**src/rtl/pmp_pkg.sv**
```systemverilog
package pmp_pkg;
  localparam int CFG_R    = 0;
  localparam int CFG_W    = 1;
  localparam int CFG_X    = 2;
  localparam int CFG_MODE = 3;
  localparam int CFG_LOCK = 7;

  localparam logic [1:0] MODE_OFF   = 2'd0;
  localparam logic [1:0] MODE_TOR   = 2'd1;
  localparam logic [1:0] MODE_NA4   = 2'd2;
  localparam logic [1:0] MODE_NAPOT = 2'd3;

  localparam logic [1:0] ACC_FETCH = 2'd0;
  localparam logic [1:0] ACC_LOAD  = 2'd1;

  localparam logic [1:0] PRIV_M = 2'd3;

  localparam logic [1:0] CAUSE_NONE  = 2'd0;
  localparam logic [1:0] CAUSE_FETCH = 2'd1;
  localparam logic [1:0] CAUSE_LOAD  = 2'd2;
  localparam logic [1:0] CAUSE_STORE = 2'd3;

  // clear reserved bits and drop W when R is clear
  function automatic logic [7:0] cfg_legalize(input logic [7:0] raw);
    logic [7:0] c;
    c = raw;
    c[6:5] = 2'b00;
    c[CFG_W] = raw[CFG_W] & raw[CFG_R];
    return c;
  endfunction
endpackage

```
**src/rtl/pmp_decide.sv**
```systemverilog
module pmp_decide #(
  parameter int N_ENTRIES = 4
) (
  input  logic [N_ENTRIES-1:0]      hit_i,
  input  logic [N_ENTRIES-1:0][7:0] cfg_i,
  input  logic [1:0]                acc_i,
  input  logic [1:0]                priv_i,
  output logic                      allow_o,
  output logic [1:0]                cause_o
);
  import pmp_pkg::*;

  logic       found;
  logic [7:0] sel_cfg;
  logic       perm;

  always_comb begin
    found   = 1'b0;
    sel_cfg = '0;
    for (int i = N_ENTRIES - 1; i >= 0; i--) begin
      if (hit_i[i]) begin
        found   = 1'b1;
        sel_cfg = cfg_i[i];
      end
    end
  end

  always_comb begin
    unique case (acc_i)
      ACC_FETCH: perm = sel_cfg[CFG_X];
      ACC_LOAD:  perm = sel_cfg[CFG_R];
      default:   perm = sel_cfg[CFG_W];
    endcase

    if (priv_i == PRIV_M && (!found || !sel_cfg[CFG_LOCK])) allow_o = 1'b1;
    else if (!found)                                          allow_o = 1'b0;
    else                                                      allow_o = perm;

    if (allow_o)                cause_o = CAUSE_NONE;
    else if (acc_i == ACC_FETCH) cause_o = CAUSE_FETCH;
    else if (acc_i == ACC_LOAD)  cause_o = CAUSE_LOAD;
    else                         cause_o = CAUSE_STORE;
  end
endmodule

```
**config.mk**
```make
export PLATFORM = sky130hd
export DESIGN_NAME = pmp_decide
export DESIGN_NICKNAME = d
export VERILOG_FILES = /design/src/rtl/pmp_pkg.sv /design/src/rtl/pmp_decide.sv
export SDC_FILE = /design/constraint.sdc
export NUM_CORES = 1
export LEC_CHECK = 0
export BUFFER_PORTS_ARGS = -buffer_cell sky130_fd_sc_hd__buf_2
export CAP_MARGIN = 25
export CELL_PAD_IN_SITES_DETAIL_PLACEMENT = 1
export CELL_PAD_IN_SITES_GLOBAL_PLACEMENT = 1
export CORE_MARGIN = 4
export CORE_UTILIZATION = 14
export DETAILED_ROUTE_END_ITERATION = 8
export GPL_ROUTABILITY_DRIVEN = 0
export PLACE_DENSITY_LB_ADDON = 0.1
export RECOVER_POWER = 100
export SLEW_MARGIN = 10
export SYNTH_ARGS = -nofsm -noshare
export SYNTH_HDL_FRONTEND = slang
export SYNTH_SLANG_ARGS = --single-unit
```
**constraint.sdc**
```tcl
create_clock -name vclk -period 1.9
set_clock_uncertainty 0.2 [all_clocks]
set_input_delay 0.19 -clock vclk [all_inputs]
set_output_delay 0.19 -clock vclk [all_outputs]
set_load 0.02 [all_outputs]
```
==> results.toml <==
[critical_path]
crit_family = "compound AO/OA/AOI/OAI gates"
cp_max_fo = 9
arrival_ps = 1430
crit_required_ps = 1510
crit_path_end_kind = "output pin"
critPathLaunchType = "input port"
cpMostUsedCell = "buf_2"
cp_slowest_cell = "o311a_1"
path_class = "input port to output pin"
critical_path.cell_chain = "buf_2 > and4bb_1 > a2111oi_2 > o311a_1 > a211oi_1 > buf_2"
slowest_delay_ps = 340
path_buf_inv = 2

[routing]
drtAntennaViolNets = 0
wl_per_cell_um = 12.6
routed_wl_um = 906
num_vias = 349
vias_per_cell = 4.85
drt-initial-drc-count = 2
dr.pass1.iters = 4
drc = 0

[yosys]
synth_cells = 30
ys_top_cells_by_area = "a221o_2 16%, a211oi_1 10%, nand3b_1 10%, a21oi_1 6.9%, and4bb_1 5.8%"
synth_commonest_cells = "3 x a211oi_1, 3 x a21oi_1, 3 x a221o_2, 3 x inv_1, 3 x nand3b_1"
yosysWarnings = 0
yosys.cell_types.count = 18
syn_nets = 70
ys_seq_area_share_pct = 0
synth.cell_area_um2 = 216
postSynthAreaPerCell_um2 = 7.22
yosysTopAreaCell = "a221o_2"
synth_top_area_share_pct = 15.6

[timing]
slew_violations = 0
timing.final.crit_share_pct = 95.9
max_slew_margin_pct = 80.0
period_minus_slack_ps = 1820
worst_slew_pin_slew_ps = 299
hold_viol_final = 0
rsz0062_at_grt = "no"
finalWorstSetupSlack_ps = 78.1
fmax_mhz = 549
finalSetupViolCount = 0

[power]
power_leakage_nw = 0.199
power_density_nw_per_um2 = 238
peakVddDrop_mv = 0.0482

[run]
max_cap_viol_count = 0

[cells_and_area]
syn_to_final_growth_pct = 81.5
final_util_pct = 28.4
final_area_um2 = 393
drive_gt1_share_pct = 64.9
nFlopsAndLatches = 0
ff_latch_area_um2 = 0
nClkBuffers = 0
diodes = 0
fill_cells = 187
nets = 99

[place]
io_buffers = 27
dpl_worst_slack_ps = 40.0
dpl-instance-area_um2 = 369

[cts]
holdBufCountCts = 0

[worst_hold_path]
hold_end = "cause_o[1]"
hold_path_depth = 4
worstHoldPathType = "input port to output pin"
worstHoldStart = "acc_i[0]"

[global_routing]
antenna_found_initial = 0
grt_pass1_wl_mm = 1.28
grt.overflow.total = 0
grt_pass1_vias = 316
grt_use_total_pct = 7.43
grt_max_degree = 10

[die]
die_h_um = 47.3
num_rows = 13
fp.dieW_um = 47.3
io_pins = 43
coreArea_um2 = 1380
die_area_um2 = 2240
initial_core_util_pct = 15.7

[outcome]
outcome = "complete, no violations"
-- tightest hold or removal path, stage by stage --
cell and delay [ps]:
buf_2 110, nor2_1 110, a211oi_2 40, clkbuf_2 150
-- metrics by stage --
stage	power, mW	TNS (ps)	hold WS [ps]	instances
floorplan	0.0467	-67.9	352	30
global placement	0.0876	0	575	72
detailed placement	0.0879	0	570	72
CTS	0.0881	0	571	72
global route	0.103	0	641	72
finish	0.0935	0	596	72
-- repair_timing --
action / in CTS / in global routing
resized for setup: 0 / 4
setup endpoints to repair: 0 / 3
setup buffers: 0 / 0
-- metal layers --
layer	vias up	wire length [um]	part of all wire (%)	GRT usage [%]
li1	178	-	-	-
met1	154	412	45	11.1
met2	17	383	42	12.0
met3	0	110	12	0.766
met4	0	0	0	0
met5	-	0	0	0
-- cell usage in the layout, fill, tap and decap left out --
cell	n
a2111oi_2	1
a211oi_1	2
a211oi_2	1
a21o_2	1
a21oi_1	3
a221o_2	3
a31oi_1	1
a32oi_2	1
and3b_1	1
and4bb_1	1
buf_2	26
buf_4	2
clkbuf_2	1
inv_1	3
nand2_1	2
nand3b_1	3
nor2_1	1
nor2b_1	2
nor4_2	1
o311a_1	1
-- layout make-up --
| type | count | area [um^2] | area share (%) |
|---|---|---|---|
| multi-input cells | 25 | 213 | 54.1 |
| well taps | 15 | 18.8 | 4.78 |
| repair buffers | 29 | 150 | 38.2 |
| inverters | 3 | 11.3 | 2.87 |
-- where the power goes --
part | internal [mW] | total (mW) | leakage, nW | switching [mW]
Combinational | 0.0472 | 0.0935 | 0.199 | 0.0463
Sequential | 0 | 0 | 0 | 0
Clock | 0 | 0 | 0 | 0
Total | 0.0472 | 0.0935 | 0.199 | 0.0463
-- cell families (layout without fill, tap and decap cells) --
logic type / Yosys count / in the layout / synth area share, %
AO/OA/AOI/OAI: 14 / 14 / 53.2
AND/OR/NAND/NOR: 11 / 11 / 34.1
buffers and inverters: 5 / 32 / 12.7
-- worst max-delay path by stage --
stage / cells past startpoint / slack, ps / endpoint / from
final: 6 / 80 / cause_o[0] / hit_i[2]
after global routing: 6 / 9 / cause_o[0] / hit_i[2]
after CTS: 6 / 40 / cause_o[0] / hit_i[2]
after detailed placement: 6 / 40 / allow_o / hit_i[1]
after global placement: 6 / 30 / cause_o[0] / hit_i[2]
after floorplan: 5 / -30 / cause_o[0] / hit_i[1]
Note: power is estimated with default switching activity, not from simulation.
